### src/rtl/sar_adc_pkg.sv
package sar_adc_pkg;

  typedef enum logic [1:0] {
    ST_IDLE  = 2'd0,
    ST_ARM   = 2'd1,
    ST_FRAME = 2'd2
  } ctrl_state_e;

  function automatic int ceil_div(input int num, input int den);
    return (num + den - 1) / den;
  endfunction

endpackage

### src/rtl/sar_sclk_gen.sv
module sar_sclk_gen #(
  parameter int SCLK_DIV   = 4,
  parameter int FRAME_CLKS = 14,
  localparam int PH_W      = (SCLK_DIV > 2) ? $clog2(SCLK_DIV) : 1,
  localparam int IDX_W     = $clog2(FRAME_CLKS)
) (
  input  logic             clk_i,
  input  logic             rst_ni,
  input  logic             run_i,
  output logic             sclk_o,
  output logic             fall_o,
  output logic             last_rise_o,
  output logic             last_fall_o,
  output logic [IDX_W-1:0] idx_o
);

  localparam int HALF = SCLK_DIV / 2;

  logic [PH_W-1:0]  ph_q;
  logic [IDX_W-1:0] idx_q;
  logic             ph_end, ph_mid, idx_last;

  assign ph_end   = (ph_q == PH_W'(SCLK_DIV - 1));
  assign ph_mid   = (ph_q == PH_W'(HALF - 1));
  assign idx_last = (idx_q == IDX_W'(FRAME_CLKS - 1));

  always_ff @(posedge clk_i or negedge rst_ni) begin
    if (!rst_ni) begin
      ph_q  <= '0;
      idx_q <= '0;
    end else if (!run_i) begin
      ph_q  <= '0;
      idx_q <= '0;
    end else if (ph_end) begin
      ph_q  <= '0;
      idx_q <= idx_q + 1'b1;
    end else begin
      ph_q  <= ph_q + 1'b1;
    end
  end

  // low half first, so the first rise trails the sampling edge
  assign sclk_o      = run_i && (ph_q >= PH_W'(HALF));
  assign fall_o      = run_i && ph_end;
  assign last_rise_o = run_i && ph_mid && idx_last;
  assign last_fall_o = run_i && ph_end && idx_last;
  assign idx_o       = idx_q;

endmodule

### src/rtl/sar_shift_rx.sv
module sar_shift_rx #(
  parameter int DATA_W     = 10,
  parameter int FRAME_CLKS = 14,
  parameter int FIRST_BIT  = 1,
  localparam int IDX_W     = $clog2(FRAME_CLKS)
) (
  input  logic              clk_i,
  input  logic              rst_ni,
  input  logic              fall_i,
  input  logic              last_i,
  input  logic [IDX_W-1:0]  idx_i,
  input  logic              sdata_i,
  output logic [DATA_W-1:0] result_o,
  output logic              valid_o
);

  localparam int LAST_BIT = FIRST_BIT + DATA_W - 1;

  logic              lo_ok, hi_ok, cap;
  logic [DATA_W-1:0] sh_q, sh_nx;

  generate
    if (FIRST_BIT == 0) begin : g_lo_open
      assign lo_ok = 1'b1;
    end else begin : g_lo_cmp
      assign lo_ok = (idx_i >= IDX_W'(FIRST_BIT));
    end
    if (LAST_BIT >= FRAME_CLKS - 1) begin : g_hi_open
      assign hi_ok = 1'b1;
    end else begin : g_hi_cmp
      assign hi_ok = (idx_i <= IDX_W'(LAST_BIT));
    end
  endgenerate

  assign cap   = fall_i && lo_ok && hi_ok;
  assign sh_nx = {sh_q[DATA_W-2:0], sdata_i};

  always_ff @(posedge clk_i or negedge rst_ni) begin
    if (!rst_ni) begin
      sh_q     <= '0;
      result_o <= '0;
      valid_o  <= 1'b0;
    end else begin
      if (cap) sh_q <= sh_nx;
      // last result bit may land on the frame's final clock
      if (last_i) result_o <= cap ? sh_nx : sh_q;
      valid_o <= last_i;
    end
  end

endmodule

### src/rtl/sar_acq_timer.sv
module sar_acq_timer #(
  parameter int ACQ_CYC = 26,
  localparam int CNT_W  = $clog2(ACQ_CYC + 1)
) (
  input  logic clk_i,
  input  logic rst_ni,
  input  logic load_i,
  output logic ready_o
);

  logic [CNT_W-1:0] cnt_q;

  always_ff @(posedge clk_i or negedge rst_ni) begin
    if (!rst_ni) begin
      cnt_q <= '0;
    end else if (load_i) begin
      cnt_q <= CNT_W'(ACQ_CYC);
    end else if (cnt_q != '0) begin
      cnt_q <= cnt_q - 1'b1;
    end
  end

  // ready one cycle early: the sampling edge itself is the ACQ_CYC-th edge
  assign ready_o = (cnt_q <= CNT_W'(1));

endmodule

### src/rtl/sar_adc_ctrl.sv
module sar_adc_ctrl #(
  parameter int DATA_W        = 10,
  parameter int FRAME_CLKS    = 14,
  parameter int FIRST_BIT     = 1,
  parameter int SCLK_DIV      = 4,
  parameter int CNV_HIGH      = 4,
  parameter int CLK_PERIOD_PS = 4000,
  parameter int ACQ_MIN_PS    = 104000
) (
  input  logic              clk_i,
  input  logic              rst_ni,
  input  logic              start_i,
  output logic              busy_o,
  output logic [DATA_W-1:0] result_o,
  output logic              valid_o,
  output logic              cnv_o,
  output logic              sclk_o,
  input  logic              sdata_i
);

  import sar_adc_pkg::*;

  localparam int ACQ_RAW = ceil_div(ACQ_MIN_PS, CLK_PERIOD_PS);
  localparam int ACQ_CYC = (ACQ_RAW < 1) ? 1 : ACQ_RAW;
  localparam int HI_W    = $clog2(CNV_HIGH + 1);
  localparam int IDX_W   = $clog2(FRAME_CLKS);

  ctrl_state_e      state_q, state_d;
  logic [HI_W-1:0]  hi_q, hi_d;
  logic             run, fall, last_rise, last_fall, acq_ready;
  logic [IDX_W-1:0] idx;

  assign run = (state_q == ST_FRAME);

  always_comb begin
    state_d = state_q;
    hi_d    = hi_q;
    unique case (state_q)
      ST_IDLE: begin
        if (start_i) begin
          state_d = ST_ARM;
          hi_d    = HI_W'(CNV_HIGH - 1);
        end
      end
      ST_ARM: begin
        if (hi_q != '0) hi_d = hi_q - 1'b1;
        if (hi_q == '0 && acq_ready) state_d = ST_FRAME;
      end
      ST_FRAME: begin
        if (last_fall) state_d = ST_IDLE;
      end
      default: state_d = ST_IDLE;
    endcase
  end

  always_ff @(posedge clk_i or negedge rst_ni) begin
    if (!rst_ni) begin
      state_q <= ST_IDLE;
      hi_q    <= '0;
    end else begin
      state_q <= state_d;
      hi_q    <= hi_d;
    end
  end

  assign busy_o = (state_q != ST_IDLE);
  assign cnv_o  = (state_q == ST_ARM);

  sar_sclk_gen #(
    .SCLK_DIV  (SCLK_DIV),
    .FRAME_CLKS(FRAME_CLKS)
  ) u_sclk (
    .clk_i      (clk_i),
    .rst_ni     (rst_ni),
    .run_i      (run),
    .sclk_o     (sclk_o),
    .fall_o     (fall),
    .last_rise_o(last_rise),
    .last_fall_o(last_fall),
    .idx_o      (idx)
  );

  sar_shift_rx #(
    .DATA_W    (DATA_W),
    .FRAME_CLKS(FRAME_CLKS),
    .FIRST_BIT (FIRST_BIT)
  ) u_rx (
    .clk_i   (clk_i),
    .rst_ni  (rst_ni),
    .fall_i  (fall),
    .last_i  (last_fall),
    .idx_i   (idx),
    .sdata_i (sdata_i),
    .result_o(result_o),
    .valid_o (valid_o)
  );

  sar_acq_timer #(
    .ACQ_CYC(ACQ_CYC)
  ) u_acq (
    .clk_i  (clk_i),
    .rst_ni (rst_ni),
    .load_i (last_rise),
    .ready_o(acq_ready)
  );

endmodule

### config.mk
export PLATFORM = sky130hd
export DESIGN_NAME = sar_adc_ctrl
export DESIGN_NICKNAME = d
export VERILOG_FILES = /design/src/rtl/sar_adc_pkg.sv /design/src/rtl/sar_sclk_gen.sv /design/src/rtl/sar_shift_rx.sv /design/src/rtl/sar_acq_timer.sv /design/src/rtl/sar_adc_ctrl.sv
export SDC_FILE = /design/constraint.sdc
export NUM_CORES = 1
export LEC_CHECK = 0
export ABC_CLOCK_PERIOD_IN_PS = 1900
export BUFFER_PORTS_ARGS = -buffer_cell sky130_fd_sc_hd__buf_2
export CAP_MARGIN = 20
export CORE_MARGIN = 2
export CORE_UTILIZATION = 52
export CTS_CLUSTER_SIZE = 12
export DETAILED_ROUTE_END_ITERATION = 16
export PLACE_DENSITY = 0.81
export SLEW_MARGIN = 20
export SYNTH_ARGS = -nofsm -noshare
export SYNTH_HDL_FRONTEND = slang
export SYNTH_SLANG_ARGS = --single-unit
### constraint.sdc
create_clock -name clk_i -period 1.9 [get_ports clk_i]
set_clock_uncertainty 0.15 [all_clocks]
set_input_delay 0.57 -clock clk_i [delete_from_list [all_inputs] [get_ports clk_i]]
set_output_delay 0.57 -clock clk_i [all_outputs]
set_load 0.01 [all_outputs]
== Word level (Yosys, flattened, before mapping) ==
Cells that the tools add are included.

* Flip-flop bits (word level): 37
* Bits of input ports: 4
* Output and inout bits: 14
* Word-level logic and storage cells: 57

* $add $sub $neg: 4
* Magnitude comparators: 4
* Eq/ne operators: 10
* Mux-type cells: 14
* Reductions and logical operators: 17

{| class="wikitable"
|+ Operators by type and width
! kind !! count
|-
| 10-bit two-way mux || 1
|-
| 2-bit two-way mux || 5
|-
| 5-bit two-way mux || 2
|-
| 1-bit logical AND || 8
|-
| 4-bit two-way mux || 2
|-
| 3-bit two-way mux || 2
|-
| 2-bit by 1-bit != test with 1-bit output, second input constant || 3
|-
| 2-bit one-hot mux with 3 select lines || 1
|-
| 3-bit one-hot mux with 2 select lines || 1
|-
| 3-bit AND reduction || 2
|-
| 2-bit nonzero test || 3
|-
| 5-bit by 1-bit <= comparator with 1-bit output, second input constant || 1
|-
| 5-bit nonzero test || 1
|-
| 5-bit by 1-bit subtractor with 5-bit output, second input constant || 1
|-
| 4-bit by 1-bit adder with 4-bit output, second input constant || 1
|-
| 2-bit by 1-bit equality test with 1-bit output, second input constant || 2
|-
| 2-bit equality test, second input constant || 2
|-
| 4-bit equality test, second input constant || 1
|-
| 4-bit by 1-bit >= comparator with 1-bit output, second input constant || 1
|-
| 4-bit <= comparator, second input constant || 1
|-
| 2-bit != test, second input constant || 2
|-
| 3-bit zero test || 1
|-
| 3-bit nonzero test || 1
|-
| 3-bit by 1-bit subtractor with 3-bit output, second input constant || 1
|-
| other kinds (3) || 3
|}

== Logic depth before layout (Yosys ltp) ==
* Word-level depth: 5
* Gate-level depth with buffers: 6
* Mapped depth without buffers: 6

== By module ==
Synthesis repeated with hierarchy kept, for this count alone.

* Cells, all modules: 173
* Area, all modules: 1986.9 um2

{| class="wikitable"
|+ Modules (own cells, without submodules)
! module !! instances !! cells an instance !! area each (um2) !! sequential area each (um2)
|-
| sar_shift_rx || 1 || 84 || 1058.5 || 525.5
|-
| sar_sclk_gen || 1 || 33 || 341.6 || 150.1
|-
| sar_adc_ctrl || 1 || 29 || 305.3 || 125.1
|-
| sar_acq_timer || 1 || 27 || 281.5 || 125.1
|}

== Worst setup path after synthesis ==
No wires, ideal clock.

* Path kind: flip-flop to flip-flop
* Start point: reg u_sclk.idx_q[1], in the netlist u_sclk.idx_o[1]
* End point: reg u_rx.sh_q[0]
* Library setup time: 0.125 ns
* Data arrival time: 1.525 ns
* Data required time: 1.625 ns
* Slack: 0.100 ns
* Cell stages (with the launch flop): 7
* Buffers on the path: 0
* Clock period less this slack: 1.800 ns
* Cell sequence: dfrtp_1 inv_1 ha_1 nor4b_1 a31oi_1 nand3_4 mux2_2

* Longest elaborated chain between the ends: 4
* Elaborated cells between the ends (all ways): 5
* Classes of those cells: order compare (2); mux (1); reduce/logical (2)

{| class="wikitable"
|+ RTL lines
! element !! line !! source
|-
| from (decl) || sar_sclk_gen.sv:20 || <nowiki>logic [IDX_W-1:0] idx_q;</nowiki>
|-
| from (signal assigned) || sar_sclk_gen.sv:36 || <nowiki>idx_q <= idx_q + 1'b1;</nowiki>
|-
| 4-bit by 1-bit >= comparator with 1-bit output || sar_shift_rx.sv:26 || <nowiki>assign lo_ok = (idx_i >= IDX_W'(FIRST_BIT));</nowiki>
|-
| 1-bit logical AND || sar_shift_rx.sv:35 || <nowiki>assign cap = fall_i && lo_ok && hi_ok;</nowiki>
|-
| 1-bit logical AND * || sar_shift_rx.sv:35 ||
|-
| 10-bit two-way mux * || - ||
|-
| to (signal assigned) || sar_shift_rx.sv:44 || <nowiki>if (cap) sh_q <= sh_nx;</nowiki>
|-
| to (decl) || sar_shift_rx.sv:20 || <nowiki>logic [DATA_W-1:0] sh_q, sh_nx;</nowiki>
|}

Mark *: on every way between the ends. The rest lies on a longest branch, timed or not.
A chain may end at the register's enable or synchronous reset.

== Worst setup path after layout ==
* Start point: reg state_q[0]
* End point: out busy_o

* Longest elaborated chain between the ends: 1

{| class="wikitable"
|+ RTL lines
! element !! line !! source
|-
| from (decl) || sar_adc_ctrl.sv:28 || <nowiki>ctrl_state_e state_q, state_d;</nowiki>
|-
| from (signal assigned) || sar_adc_ctrl.sv:61 || <nowiki>state_q <= state_d;</nowiki>
|-
| 2-bit nonzero test || sar_adc_ctrl.sv:66 || <nowiki>assign busy_o = (state_q != ST_IDLE);</nowiki>
|-
| to (decl) || sar_adc_ctrl.sv:13 || <nowiki>output logic busy_o,</nowiki>
|}

No other way between the ends.

==> report_table.html <==
<table>
<tr><th>Metric</th><th>Value</th></tr>
<tr><th colspan="2">Outcome</th></tr>
<tr><td>Outcome</td><td>finished, violations left</td></tr>
<tr><td>Failing checks</td><td>setup timing</td></tr>
<tr><th colspan="2">Synthesis</th></tr>
<tr><td>Leading post-synthesis cells by instance count</td><td>37 x dfrtp_1, 21 x mux2_2, 12 x ha_1</td></tr>
<tr><td>Ys async rst share</td><td>100.0%</td></tr>
<tr><td>Number of unique standard cell types used by synthesis</td><td>37</td></tr>
<tr><td>Synthesized net count</td><td>159</td></tr>
<tr><td>Mean area per synthesized cell</td><td>about 12 um2</td></tr>
<tr><td>Dominant register cell in the synthesized netlist</td><td>dfrtp_1</td></tr>
<tr><td>Number of synthesized flops with an enable pin</td><td>0</td></tr>
<tr><td>Top post-synthesis cells by area</td><td>dfrtp_1 53%, mux2_2 13%, ha_1 8.6%</td></tr>
<tr><td>Mapped cell area</td><td>about 0.0018 mm2</td></tr>
<tr><td>Cell taking the most area after synthesis</td><td>dfrtp_1</td></tr>
<tr><td>Post-Synthesis Cells</td><td>approximately 140</td></tr>
<tr><td>Most common cell in the netlist</td><td>dfrtp_1</td></tr>
<tr><td>Yosys warning total</td><td>0</td></tr>
<tr><td>Register bit count reported by yosys</td><td>37</td></tr>
<tr><td>Share of the synthesized area in the top cell type</td><td>52.86%</td></tr>
<tr><td>Sequential share of the synthesized area</td><td>52.86%</td></tr>
<tr><th colspan="2">Global route</th></tr>
<tr><td>Global-route wire length before repair</td><td>5306 um</td></tr>
<tr><td>GRT overflow</td><td>0</td></tr>
<tr><td>Tot GR Track Use</td><td>19.83%</td></tr>
<tr><td>Via count of the first global-routing pass</td><td>1167</td></tr>
<tr><td>Antenna violations before repair</td><td>0</td></tr>
<tr><td>Maximum number of pins on one net before global-route repair</td><td>38</td></tr>
<tr><th colspan="2">Setup path</th></tr>
<tr><td>Cell with the biggest individual delay on the critical path</td><td>dfrtp_2</td></tr>
<tr><td>Arrival time worst endpoint</td><td>around 1300 ps</td></tr>
<tr><td>Worst Setup Path Type</td><td>reg -&gt; out</td></tr>
<tr><td>CP dominant cell by count</td><td>buf_6</td></tr>
<tr><td>Setup crit start kind</td><td>register</td></tr>
<tr><td>Endpoint class of the critical path</td><td>primary output</td></tr>
<tr><td>Buffers plus inverters on the worst setup path</td><td>2</td></tr>
<tr><td>Cell chain of the critical path</td><td>buf_6, or2_4, buf_6</td></tr>
<tr><td>Maximum fanout encountered on the critical timing path</td><td>5</td></tr>
<tr><td>Crit path max-delay family</td><td>flip-flops</td></tr>
<tr><td>Worst path required time</td><td>about 1200 ps</td></tr>
<tr><td>Slowest Stage Delay on Critical Path</td><td>460 ps</td></tr>
<tr><th colspan="2">Cells and area</th></tr>
<tr><td>Number of fillers in the final layout</td><td>230</td></tr>
<tr><td>Fin nets</td><td>195</td></tr>
<tr><td>Diode insertion count for antenna repair</td><td>0</td></tr>
<tr><td>Final Non-Filler Cells</td><td>226</td></tr>
<tr><td>Sequential cell area</td><td>~930 um2</td></tr>
<tr><td>Ratio of cells with drive above 1 in the final layout</td><td>between 40% and 50%</td></tr>
<tr><td>Area taken by multi-input logic gates</td><td>827.0 um2</td></tr>
<tr><td>Layout Cell Area excl Fill</td><td>0.002135 mm2</td></tr>
<tr><td>Area grow syn2layout</td><td>21.86%</td></tr>
<tr><th colspan="2">Drt</th></tr>
<tr><td>Routed length per placed instance</td><td>16.22 um</td></tr>
<tr><td>Post-route ant nets</td><td>0</td></tr>
<tr><td>Count of TritonRoute iterations in the first routing pass</td><td>4</td></tr>
<tr><td>Vias</td><td>between 1000 and 1500</td></tr>
<tr><td>First DRT Iteration DRCs</td><td>32</td></tr>
<tr><td>Drc violations</td><td>0</td></tr>
<tr><td>Via density per instance</td><td>5.367</td></tr>
<tr><td>Final wirelength</td><td>approximately 3700 um</td></tr>
<tr><th colspan="2">STA</th></tr>
<tr><td>Worst-case headroom to the max-slew limit</td><td>69.31%</td></tr>
<tr><td>Fmax achieved</td><td>~0.50 GHz</td></tr>
<tr><td>Setup violation total in the final timing report</td><td>6</td></tr>
<tr><td>Max Slew Vio Count</td><td>0</td></tr>
<tr><td>Transition time at the pin with the least slew margin</td><td>460.3 ps</td></tr>
<tr><td>RSZ-0062 raised after global routing</td><td>yes</td></tr>
<tr><td>Total Negative Setup Slacks</td><td>-164.3 ps</td></tr>
<tr><td>Smallest setup slack after layout</td><td>-102.6 ps</td></tr>
<tr><td>Final critical-path required period</td><td>2003 ps</td></tr>
<tr><td>Hold violation total from the final report</td><td>0</td></tr>
<tr><td>Final worst-path cycle share</td><td>105.4%</td></tr>
<tr><td>Smallest hold slack</td><td>72.57 ps</td></tr>
<tr><th colspan="2">Die</th></tr>
<tr><td>Floorplan row count</td><td>21</td></tr>
<tr><td>Total Die Area</td><td>0.003849 mm2</td></tr>
<tr><td>Overall die width</td><td>62.04 um</td></tr>
<tr><td>Area of the core</td><td>roughly 0.0033 mm2</td></tr>
<tr><td>Overall die height</td><td>62.04 um</td></tr>
<tr><td>Boundary pin count</td><td>18</td></tr>
<tr><td>Starting utilization of the core area</td><td>between 50% and 60%</td></tr>
<tr><th colspan="2">Min path</th></tr>
<tr><td>Path type of the worst min-delay path</td><td>in -&gt; async</td></tr>
<tr><th colspan="2">Placed design</th></tr>
<tr><td>Area after detailed placement</td><td>0.001938 mm2</td></tr>
<tr><td>Number of port buffers</td><td>17</td></tr>
<tr><td>Placed cell count</td><td>between 200 and 250</td></tr>
<tr><td>Detailed placer's ending HPWL</td><td>2296 um</td></tr>
<tr><td>Weighted congestion at the end of routability-driven global placement</td><td>0.8123</td></tr>
<tr><th colspan="2">Clock tree</th></tr>
<tr><td>Number of buffers added by the clock tree synthesis step</td><td>5</td></tr>
<tr><td>CTS root buf</td><td>clkbuf_4</td></tr>
<tr><td>CTS max path bufs</td><td>2</td></tr>
<tr><td>Sinks on Clock Net</td><td>37</td></tr>
<tr><td>CTS clock-pin slew for the worst setup and hold paths</td><td>120 ps</td></tr>
<tr><td>Max H-tree Level</td><td>2</td></tr>
<tr><td>Clock latency reported for the late side of the worst-skew pair</td><td>between 300 and 400 ps</td></tr>
<tr><td>CTS tree</td><td>done</td></tr>
<tr><th colspan="2">Flow run</th></tr>
<tr><td>Max Cap Violations</td><td>0</td></tr>
<tr><th colspan="2">Power and ir drop</th></tr>
<tr><td>Power per standard cell area</td><td>between 900 and 1000 mW/mm2</td></tr>
<tr><td>Pwr Total</td><td>1.939 mW</td></tr>
<tr><td>Leakage power summed over all cells</td><td>1.111 nW</td></tr>
<tr><td>Max rail drop VDD</td><td>0.0003562 V</td></tr>
</table>
[state kept, by name, indices dropped and copies added (netlist names)]
name and cells:
hi_q 3, state_q 2, u_acq.cnt_q 5, u_rx.result_o 10
u_rx.sh_q 10, u_rx.valid_o 1, u_sclk.idx_o 4, u_sclk.ph_q 2
[cell families after synthesis]
logic type | synth area share (%)
and+or+nand+nor | 14.57
adders and majority gates | 8.571
DFF | 52.86
buffers and inverters | 3.500
xor gates and xnor gates | 1.500
AOI/OAI and AO/OA | 4.357
muxes | 14.64
[final cells by class]
class | instances | area share (%)
multi-input cells | 94 | 38.75
clock inverters | 3 | 2.169
inverters | 10 | 1.758
flip-flops and latches | 37 | 43.49
repair buffers | 31 | 9.379
clock buffers | 5 | 1.758
well taps | 46 | 2.696
[path summary, 6_finish.rpt]
path	start	to	slack, ps	cells after the start
max	state_q[0]	busy_o	-100	3
min	rst_ni	u_rx.sh_q[6]	70	2
max reg2reg	u_sclk.idx_o[0]	u_rx.sh_q[0]	-10	5
min reg2reg	u_rx.result_o[5]	u_rx.result_o[5]	370	1
max in group asynchronous	rst_ni	state_q[0]	1170	2
min in group clk_i	sdata_i	u_rx.sh_q[0]	300	2
[report_power, final]
group	switching [mW]	internal, mW	leakage, nW
Clock	0.285	0.278	0.0414
Sequential	0.0544	0.846	0.502
Combinational	0.221	0.253	0.567
[cell usage in the layout, fill, tap and decap left out, types with 2 or more instances in the layout]
cell type  instances
o21bai_1           2
nand3_1            3
o21ai_0            2
ha_1              10
xor2_1             2
inv_1              9
nand2_1            8
dfrtp_1           35
nand4_1            4
a22oi_1            2
dfrtp_2            2
mux2i_1            2
ha_2               2
buf_2             16
clkbuf_4           5
nor2_1            10
nor3_1             2
mux2_2            21
nor2b_1            2
buf_4             13
buf_6              2
[stage by stage]
step / setup WS (ps) / utilization, %
after global routing: -136.1 / 64.99
after CTS: -89.60 / 63.31
after global placement: 116.0 / 59.01
after floorplan: 99.94 / -
final: -102.6 / 64.99
after detailed placement: -6.730 / 59.01
[per-layer routing]
metal	track usage, %	part of all wire [%]	vias up
met1	22.64	41	606
met2	33.78	52	30
li1	-	-	567
met3	6.418	4.0	10
met5	0	0	-
met4	8.815	2.5	0
[what timing repair did]
action	in CTS	in global routing
hold buffers	0	0
pin swaps	2	1
setup endpoints to repair	13	14
resized for setup	7	9
setup buffers	4	1
cloned	0	1
Power figures use the tool's default switching activity.
